File: src/rtl/lfsr_xn_pkg.sv
package lfsr_xn_pkg;

    localparam int MIN_WIDTH = 3;
    localparam int MAX_WIDTH = 32;

    // Operation applied on a clock edge, in priority order
    typedef enum logic [1:0] {
        OP_HOLD  = 2'd0,
        OP_STEP  = 2'd1,
        OP_LOAD  = 2'd2,
        OP_CLEAR = 2'd3
    } op_e;

    typedef struct packed {
        op_e  op;
        logic seed_locked;   // requested seed equals the lock-up pattern
    } ctrl_t;

    // Tap mask per width: bit (k-1) set for tap k
    function automatic logic [MAX_WIDTH-1:0] tap_mask(input int w);
        logic [MAX_WIDTH-1:0] m;
        m = '0;
        case (w)
            3:  begin m[2] = 1'b1; m[1] = 1'b1; end
            4:  begin m[3] = 1'b1; m[2] = 1'b1; end
            5:  begin m[4] = 1'b1; m[2] = 1'b1; end
            6:  begin m[5] = 1'b1; m[4] = 1'b1; end
            7:  begin m[6] = 1'b1; m[5] = 1'b1; end
            8:  begin m[7] = 1'b1; m[5] = 1'b1; m[4] = 1'b1; m[3] = 1'b1; end
            9:  begin m[8] = 1'b1; m[4] = 1'b1; end
            10: begin m[9] = 1'b1; m[6] = 1'b1; end
            11: begin m[10] = 1'b1; m[8] = 1'b1; end
            12: begin m[11] = 1'b1; m[5] = 1'b1; m[3] = 1'b1; m[0] = 1'b1; end
            13: begin m[12] = 1'b1; m[3] = 1'b1; m[2] = 1'b1; m[0] = 1'b1; end
            14: begin m[13] = 1'b1; m[4] = 1'b1; m[2] = 1'b1; m[0] = 1'b1; end
            15: begin m[14] = 1'b1; m[13] = 1'b1; end
            16: begin m[15] = 1'b1; m[14] = 1'b1; m[12] = 1'b1; m[3] = 1'b1; end
            17: begin m[16] = 1'b1; m[13] = 1'b1; end
            18: begin m[17] = 1'b1; m[10] = 1'b1; end
            19: begin m[18] = 1'b1; m[5] = 1'b1; m[1] = 1'b1; m[0] = 1'b1; end
            20: begin m[19] = 1'b1; m[16] = 1'b1; end
            21: begin m[20] = 1'b1; m[18] = 1'b1; end
            22: begin m[21] = 1'b1; m[20] = 1'b1; end
            23: begin m[22] = 1'b1; m[17] = 1'b1; end
            24: begin m[23] = 1'b1; m[22] = 1'b1; m[21] = 1'b1; m[16] = 1'b1; end
            25: begin m[24] = 1'b1; m[21] = 1'b1; end
            26: begin m[25] = 1'b1; m[5] = 1'b1; m[1] = 1'b1; m[0] = 1'b1; end
            27: begin m[26] = 1'b1; m[4] = 1'b1; m[1] = 1'b1; m[0] = 1'b1; end
            28: begin m[27] = 1'b1; m[24] = 1'b1; end
            29: begin m[28] = 1'b1; m[26] = 1'b1; end
            30: begin m[29] = 1'b1; m[5] = 1'b1; m[3] = 1'b1; m[0] = 1'b1; end
            31: begin m[30] = 1'b1; m[27] = 1'b1; end
            32: begin m[31] = 1'b1; m[21] = 1'b1; m[1] = 1'b1; m[0] = 1'b1; end
            default: m = '0;
        endcase
        return m;
    endfunction

endpackage

File: src/rtl/lfsr_xn_ctrl.sv
module lfsr_xn_ctrl
    import lfsr_xn_pkg::*;
#(
    parameter int W = 8
) (
    input  logic         rst,
    input  logic         en,
    input  logic         load,
    input  logic [W-1:0] seed,
    output ctrl_t        ctrl
);
    always_comb begin
        ctrl.seed_locked = &seed;
        if (rst)       ctrl.op = OP_CLEAR;
        else if (load) ctrl.op = OP_LOAD;
        else if (en)   ctrl.op = OP_STEP;
        else           ctrl.op = OP_HOLD;
    end
endmodule

File: src/rtl/lfsr_xn_feedback.sv
module lfsr_xn_feedback
    import lfsr_xn_pkg::*;
#(
    parameter int W = 8
) (
    input  logic [W-1:0] cur,
    output logic         fb
);
    localparam logic [MAX_WIDTH-1:0] MASK = tap_mask(W);

    logic [W-1:0] tapped;

    for (genvar i = 0; i < W; i++) begin : g_tap
        if (MASK[i]) begin : g_on
            assign tapped[i] = cur[i];
        end else begin : g_off
            assign tapped[i] = 1'b0;
        end
    end

    assign fb = ~(^tapped);
endmodule

File: src/rtl/lfsr_xn_core.sv
module lfsr_xn_core
    import lfsr_xn_pkg::*;
#(
    parameter int W = 8
) (
    input  logic         clk,
    input  ctrl_t        ctrl,
    input  logic [W-1:0] seed,
    output logic [W-1:0] cur,
    output logic         step_to_zero
);
    logic         fb;
    logic [W-1:0] stepped;
    logic [W-1:0] nxt;

    lfsr_xn_feedback #(.W(W)) fb_i (
        .cur (cur),
        .fb  (fb)
    );

    assign stepped = {cur[W-2:0], fb};

    always_comb begin
        case (ctrl.op)
            OP_CLEAR: nxt = '0;
            OP_LOAD:  nxt = ctrl.seed_locked ? '0 : seed;
            OP_STEP:  nxt = stepped;
            default:  nxt = cur;
        endcase
    end

    assign step_to_zero = (ctrl.op == OP_STEP) && (stepped == '0);

    always_ff @(posedge clk) begin
        cur <= nxt;
    end
endmodule

File: src/rtl/lfsr_xn_wrap.sv
module lfsr_xn_wrap
    import lfsr_xn_pkg::*;
(
    input  logic clk,
    input  logic rst,
    input  logic step_to_zero,
    output logic wrap
);
    always_ff @(posedge clk) begin
        if (rst) wrap <= 1'b0;
        else     wrap <= step_to_zero;
    end
endmodule

File: src/rtl/lfsr_xn_gen.sv
module lfsr_xn_gen
    import lfsr_xn_pkg::*;
#(
    parameter int WIDTH = 8
) (
    input  logic             clk,
    input  logic             rst,
    input  logic             en,
    input  logic             load,
    input  logic [WIDTH-1:0] seed,
    output logic [WIDTH-1:0] value,
    output logic             wrap
);
    ctrl_t ctrl;
    logic  step_to_zero;

    lfsr_xn_ctrl #(.W(WIDTH)) ctrl_i (
        .rst  (rst),
        .en   (en),
        .load (load),
        .seed (seed),
        .ctrl (ctrl)
    );

    lfsr_xn_core #(.W(WIDTH)) core_i (
        .clk          (clk),
        .ctrl         (ctrl),
        .seed         (seed),
        .cur          (value),
        .step_to_zero (step_to_zero)
    );

    lfsr_xn_wrap wrap_i (
        .clk          (clk),
        .rst          (rst),
        .step_to_zero (step_to_zero),
        .wrap         (wrap)
    );
endmodule

File: config.mk
export PLATFORM = sky130hd
export DESIGN_NAME = lfsr_xn_gen
export DESIGN_NICKNAME = d
export VERILOG_FILES = /design/src/rtl/lfsr_xn_pkg.sv /design/src/rtl/lfsr_xn_ctrl.sv /design/src/rtl/lfsr_xn_feedback.sv /design/src/rtl/lfsr_xn_core.sv /design/src/rtl/lfsr_xn_wrap.sv /design/src/rtl/lfsr_xn_gen.sv
export SDC_FILE = /design/constraint.sdc
export NUM_CORES = 1
export LEC_CHECK = 0
export CAP_MARGIN = 20
export CORE_MARGIN = 2
export CORE_UTILIZATION = 41
export DETAILED_ROUTE_END_ITERATION = 8
export PLACE_DENSITY = 0.84
export SYNTH_ARGS = -nofsm -noshare
export SYNTH_HDL_FRONTEND = slang
export SYNTH_SLANG_ARGS = --single-unit
File: constraint.sdc
create_clock -name clk -period 2.2 [get_ports clk]
set_clock_uncertainty 0.1 [all_clocks]
set_input_delay 0.44 -clock clk [delete_from_list [all_inputs] [get_ports clk]]
set_output_delay 0.44 -clock clk [all_outputs]
set_load 0.01 [all_outputs]
; After elaboration in Yosys (flattened, before gate mapping)
; Index checks and enable logic that the tools add are counted.
[word_totals]
wordCells = 16
inputBits = 12
reg_bits = 9
output_inout_bits = 9
[op_classes]
reduce_logical = 5
bitwise_logic = 1
muxes = 5
eq_ne = 3
[op_table]
columns = operator, n
row1 = case mux 8 bit (3 select lines), 1
row2 = logical NOT 8 bit, 1
row3 = 2-to-1 mux 8 bit, 1
row4 = AND reduction 8 bit, 1
row5 = XOR reduction 8 bit, 1
row6 = "== test 2 bit, second input constant", 2
row7 = 2-to-1 mux 2 bit, 2
row8 = nonzero test 3 bit, 1
row9 = "== test 2 x 1 -> 1 bit, second input constant", 1
row10 = logical AND 1 bit, 1
row11 = 2-to-1 mux 1 bit, 1
row12 = NOT 1 bit, 1

; Depth between registers and ports, before layout
; Gate-level depths: netlist of run 1.
[depth]
ltp_word = 5
mapped_depth = 8
depth_no_buf = 7

; Modules after synthesis
; Synthesis of run 1 repeated with hierarchy kept, for this count alone.
[unflattened]
cells_unflattened = 55
hier_area_um2 = 573.0
[modules_own_cells]
columns = mod, cells_each, instances, area_per_inst_um2, seq_area_each_um2
row1 = lfsr_xn_core, 44, 1, 479.2, 240.2
row2 = lfsr_xn_ctrl, 6, 1, 33.8, 0.0
row3 = lfsr_xn_wrap, 2, 1, 33.8, 20.0
row4 = lfsr_xn_feedback, 3, 1, 26.3, 0.0

; Least setup slack after synthesis of run 1
; Ideal clock, no wire load.
[synth_path]
path_kind = input port to flip-flop
from = in rst
to = reg wrap_i.wrap
arrival_ns = 1.743
setup_time_ns = 0.060
t_required_ns = 2.040
path_stages = 7
path_buffers = 1
path_slack_ns = 0.297
cell_sequence = or2_2 > inv_1 > ha_1 > buf_4 > or4b_1 > nor3_2 > and3_1
[synth_between]
elab_chain_cells = 3
[synth_rtl]
columns = item, line_no
row1 = start: declaration, lfsr_xn_gen.sv:7  ; input logic rst,
row2 = 2-to-1 mux 2 bit, lfsr_xn_ctrl.sv:14  ; if (rst) ctrl.op = OP_CLEAR;
row3 = == test 2 x 1 -> 1 bit, lfsr_xn_core.sv:32  ; assign step_to_zero = (ctrl.op == OP_STEP) && (stepped == '0);
row4 = logical AND 1 bit, lfsr_xn_core.sv:32
row5 = end signal: assignment, lfsr_xn_wrap.sv:11  ; else wrap <= step_to_zero;
row6 = end: declaration, lfsr_xn_wrap.sv:7  ; output logic wrap
; Several ways; a longest one is shown, not always the timed one.
; A chain may end at the register's enable or synchronous reset.

; Worst setup path in the final report of run 1
; Same ends and word-level chain as after synthesis.

==> summary.txt, run 1 <==
CTS resizes -> 0
antenna-violating nets left -> 0
final hold vios -> 0
initial core utilization -> 43.2%
core area -> 1270 um^2
CP arrival -> 2160 ps
initial drt markers -> 17
drt drc -> 0
global-route wire length before repair -> 1930 um
cell area after synthesis -> 548 um^2
Critical Path Fanout Max -> 2
DR vias -> 517
Layout area overhead -> 53.0%
Worst Hold Class -> flip-flop to flip-flop
vias per inst -> 5.22
Non-Filler Instances -> 99
vias in the first global route -> 462
fin crit share -> 93.2%
largest net degree at the start of global routing -> 9
Yosys reg bits -> 9
width of the die -> 40.6 um
IO Pins -> 21
Setup Buffers After CTS -> 0
TritonRoute pass-1 iters -> 4
die area -> 1650 um^2
# diodes -> 0
Clock Latency Late Sink -> 270 ps
required time of the worst setup path -> 2310 ps
CTS Buf Count -> 3
CP Capture Type -> flip-flop
placed insts -> 95
layout cell share with drive strength beyond 1 -> 15.5%
Max Cap Viol -> 0
initial antenna violation count -> 0
leak pwr -> 0.329 nW
routed len/inst -> 13.4 um
Setup CP Type -> primary input to flip-flop
part of the Yosys area used for sequential elements -> 47.5%
Rel. slew slack -> 79.3%
crit path launch type -> primary input
Hold Buf Count CTS -> 0
Root Buffer -> clkbuf_4
total track usage -> 18.4%
GR Overflow Total -> 0
cell count after synthesis -> 55
final instance area -> 838 um^2
CTS sink count -> 9
RSZ-0062 raised after global routing -> no
DPL Wire Length -> 1050 um
fin util -> 66.1%
fmax -> 488 MHz
Routed Wire Length -> 1330 um
H-Tree Level Count -> 1
Nets -> 100
Final setup viols -> 0
Die Span Y -> 40.6 um
FP Rows -> 13
Pwr Density -> 547 nW/um^2
Clock Pin Slew Worst Setup and Hold Paths -> 60 ps
Least-Margin Pin Slew -> 311 ps
syn nets -> 70
CTS Buffer Depth -> 2
CTS tree -> yes
worst vdd ir -> 0.219 mV
DP Area -> 812 um^2
Fin Hold WS -> 542 ps
status -> finished, final reports clean
port bufs -> 20
post-synthesis cell type count -> 21
gpl congestion -> 0.819
Slew Limit Fails -> 0
Setup TNS -> 0 ps
average cell area after synthesis -> 9.96 um^2
YS warnings -> 0
min cycle time layout -> 2050 ps
## flip-flops by register name, indices dropped and copies added, names as in the netlist
name	flops
core_i.cur	8
wrap_i.wrap	1
## cells in the mapped netlist
cell,count,area share [%]
and3_1,1,1.1
dfxtp_1,1,3.7
nand2_1,7,4.8
buf_4,1,1.4
o211ai_1,7,9.6
nand4_1,2,2.3
nor3_1,1,0.91
nor3_2,1,1.8
o32ai_1,1,1.6
inv_1,5,3.4
xor2_1,1,1.6
o21ai_0,1,0.91
edfxtp_1,8,44
or2b_1,1,1.4
buf_1,1,0.68
clkbuf_1,1,0.68
ha_1,3,6.9
a21oi_1,8,7.3
or2_2,1,1.1
xnor2_1,2,3.2
or4b_1,1,1.8
## cell families (layout without fill, tap and decap cells)
family / after synthesis / in the layout / synth area share, %
XOR/XNOR: 3 / 3 / 4.80
adder cells (fa/ha/maj): 3 / 3 / 6.85
AO/OA/AOI/OAI: 17 / 17 / 19.4
buffers and inverters: 8 / 37 / 6.16
flip-flops: 9 / 9 / 47.5
AND/OR/NAND/NOR: 15 / 15 / 15.3
## routing by layer
layer	wire, um	part of all wire, %	up-vias	global-route usage, %
met5	0	0	-	0
met4	19	1.4	0	9.17
met3	45	3.4	3	5.56
met2	681	51	14	31.7
met1	582	44	238	20.2
li1	-	-	262	-
## final cells by class
type / count / area, um^2
fill: 98 / 430
timing repair buffer: 28 / 260
clock buffer: 4 / 26.3
inverter: 5 / 18.8
multi-input combinational: 38 / 254
sequential: 9 / 260
tap: 15 / 18.8
## worst paths after layout
path                 start          end  slack (ps)  cells past startpoint
min reg2reg  core_i.cur[1]  wrap_i.wrap         540                      2
max                    rst  wrap_i.wrap         150                      7
min          core_i.cur[1]  wrap_i.wrap         540                      2
max reg2reg  core_i.cur[4]  wrap_i.wrap         780                      3
## where the power goes
group	switching, mW	internal [mW]
sequential	0.0114	0.199
combinational	0.0470	0.0672
clock	0.0634	0.0702
## worst max-delay path, cell delays in order
cell,delay [ps]
clkdlybuf4s50_1,420
or2_2,320
inv_1,80
ha_1,160
or4b_1,460
nor3_2,110
and3_1,160
## metrics by stage
step | setup slack [ps] | power, mW
after detailed placement | -114 | 0.329
after global placement | -30.8 | 0.325
after global routing | 69.0 | 0.474
final | 149 | 0.459
after CTS | 159 | 0.459
after floorplan | 297 | 0.258
## cell usage in the layout, fill, tap and decap left out, types with 3 or more instances in the layout
cell	n
inv_1	5
nand2_1	7
buf_4	8
ha_1	3
edfxtp_1	8
a21oi_1	8
clkbuf_4	3
clkdlybuf4s50_1	20
o211ai_1	7
Note: power is estimated with default switching activity, not from simulation.
==> run 2: changes to the inputs <==
PLACE_DENSITY = 0.76   (was 0.84)
==> run 2 against run 1 <==
Count of clock-buffer cells in the layout stayed put. Non-clock buffer count is 3 lower. Design area is 2.7% lower. Combinational power is 4% lower. Global-route usage is 1.9 points lower. Largest cell class unchanged.
==> summary.txt, run 2 (synthesized netlist as in run 1, its figures left out) <==
Fillers -> 104 (was 98)
worst path cell trace -> clkdlybuf4s50_1, or2_2, inv_1, ha_1, or4b_1, nor3_2, and3_1 (unchanged)
r2r worst-path depth -> 3 (unchanged)
DR vias -> 507 (was 517)
commonest non-fill, non-tap cells in the layout -> clkdlybuf4s50_1 (20), a21oi_1 (8), edfxtp_1 (8) (was clkdlybuf4s50_1 (20), a21oi_1 (8), edfxtp_1 (8), buf_4 (8))
CTS tree -> yes (unchanged)
FP Rows -> 13 (unchanged)
die area -> 1650 um^2 (unchanged)
Max Cap Viol -> 0 (unchanged)
Worst Hold Class -> flip-flop to flip-flop (unchanged)
RSZ-0062 raised after global routing -> no (unchanged)
TritonRoute pass-1 iters -> 4 (unchanged)
vias in the first global route -> 434 (was 462)
Layout area overhead -> 48.9% (was 53.0%)
CTS Buffer Depth -> 2 (unchanged)
Reg-to-Reg Start -> core_i.cur[5] (was core_i.cur[4])
placed insts -> 92 (was 95)
Root Buffer -> clkbuf_4 (unchanged)
Multi-input gate area -> 254 um^2 (unchanged)
hold_sp -> core_i.cur[1] (unchanged)
CTS resizes -> 0 (unchanged)
Pwr Density -> 548 nW/um^2 (was 547 nW/um^2)
max reg flops -> 8 (unchanged)
Setup CP Type -> primary input to flip-flop (unchanged)
gpl congestion -> 0.765 (was 0.819)
Hold Buf Count CTS -> 0 (unchanged)
min cycle time layout -> 2080 ps (was 2050 ps)
leak pwr -> 0.314 nW (was 0.329 nW)
Slew Limit Fails -> 0 (unchanged)
hold path depth -> 2 (unchanged)
CTS Buf Count -> 3 (unchanged)
antenna-violating nets left -> 0 (unchanged)
fin crit share -> 94.7% (was 93.2%)
FF-to-FF End -> core_i.cur[0] (was wrap_i.wrap)
fmax -> 480 MHz (was 488 MHz)
Final setup viols -> 0 (unchanged)
Fin Hold WS -> 548 ps (was 542 ps)
status -> finished, final reports clean (unchanged)
core area -> 1270 um^2 (unchanged)
GR Overflow Total -> 0 (unchanged)
port bufs -> 20 (unchanged)
required time of the worst setup path -> 2300 ps (was 2310 ps)
Top Registers -> core_i.cur (8), wrap_i.wrap (1) (unchanged)
initial antenna violation count -> 0 (unchanged)
H-Tree Level Count -> 1 (unchanged)
Setup Buffers After CTS -> 0 (unchanged)
most common cell after layout, fill and taps aside -> clkdlybuf4s50_1 (unchanged)
worst vdd ir -> 0.346 mV (was 0.219 mV)
total track usage -> 16.6% (was 18.4%)
slowest cell on the critical path -> or4b_1 (unchanged)
CP Capture Type -> flip-flop (unchanged)
fin util -> 64.3% (was 66.1%)
R2R Setup Slk -> 780 ps (about the same)
Die Span Y -> 40.6 um (unchanged)
Most flops, register -> core_i.cur (unchanged)
post-route setup slack -> 117 ps (was 149 ps)
Least-Margin Pin Slew -> 318 ps (was 311 ps)
DPL Wire Length -> 996 um (was 1050 um)
Worst Hold End -> wrap_i.wrap (unchanged)
Rel. slew slack -> 78.8% (was 79.3%)
vias per inst -> 5.28 (was 5.22)
Routed Wire Length -> 1210 um (was 1330 um)
routed len/inst -> 12.6 um (was 13.4 um)
CP arrival -> 2180 ps (was 2160 ps)
crit path launch type -> primary input (unchanged)
Nets -> 97 (was 100)
Worst path max stage delay -> 450 ps (was 460 ps)
IO Pins -> 21 (unchanged)
Post-Place Worst Slack -> -138 ps (was -114 ps)
CTS sink count -> 9 (unchanged)
Reg area -> 260 um^2 (unchanged)
initial core utilization -> 43.2% (unchanged)
initial drt markers -> 11 (was 17)
Clock Pin Slew Worst Setup and Hold Paths -> 60 ps (about the same)
Non-Filler Instances -> 96 (was 99)
final hold vios -> 0 (unchanged)
# diodes -> 0 (unchanged)
drt drc -> 0 (unchanged)
layout cell share with drive strength beyond 1 -> 12.3% (was 15.5%)
Critical Path Fanout Max -> 2 (unchanged)
largest net degree at the start of global routing -> 9 (unchanged)
global-route wire length before repair -> 1790 um (was 1930 um)
Clock Latency Late Sink -> 250 ps (was 270 ps)
width of the die -> 40.6 um (unchanged)
==> run 2: cell count changes in the layout (fill, tap and decap cells not counted) <==
cell,previous run,this run
buf_4,8,5
==> run 2: per-stage QoR <==
step	power (mW)	cell area (um^2)	setup TNS [ps]
floorplan	0.258	548	0
global placement	0.321	790	-39.7
detailed placement	0.323	790	-217
CTS	0.451	816	0
global route	0.468	816	0
finish	0.447	816	0
==> run 2: final cells by class <==
| type | count | share of cell area [%] |
|---|---|---|
| clock buffers | 4 | 3.22 |
| repair buffers | 25 | 29.1 |
| inverters | 5 | 2.30 |
| multi-input cells | 38 | 31.1 |
| well taps | 15 | 2.30 |
| flip-flops and latches | 9 | 31.9 |
==> run 2: worst max path at each step <==
stage / startpoint / endpoint / slack, ps / cells past startpoint
6_report: rst / wrap_i.wrap / 120 / 7
4_1_cts: rst / wrap_i.wrap / 120 / 7
3_3_place_gp: rst / wrap_i.wrap / -40 / 7
2_1_floorplan: rst / wrap_i.wrap / 300 / 7
5_1_grt: rst / wrap_i.wrap / 30 / 7
3_5_place_dp: rst / wrap_i.wrap / -140 / 7
==> run 2: per-layer routing <==
| layer | share of wire [%] | global-route usage [%] |
|---|---|---|
| met4 | 0 | 7.50 |
| met2 | 54 | 27.0 |
| met3 | 3.0 | 1.67 |
| met5 | 0 | 0 |
| met1 | 43 | 21.8 |
==> run 2: power breakdown <==
part / internal (mW) / switching (mW) / total [mW]
combinational: 0.0633 / 0.0459 / 0.109
sequential: 0.199 / 0.0112 / 0.211
clock: 0.0699 / 0.0573 / 0.127
==> run 2: critical path: cells and delay by family <==
family        cells  cell delay, ps
fa+ha+maj         1             170
buf+inv           2             530
simple gates      4            1030
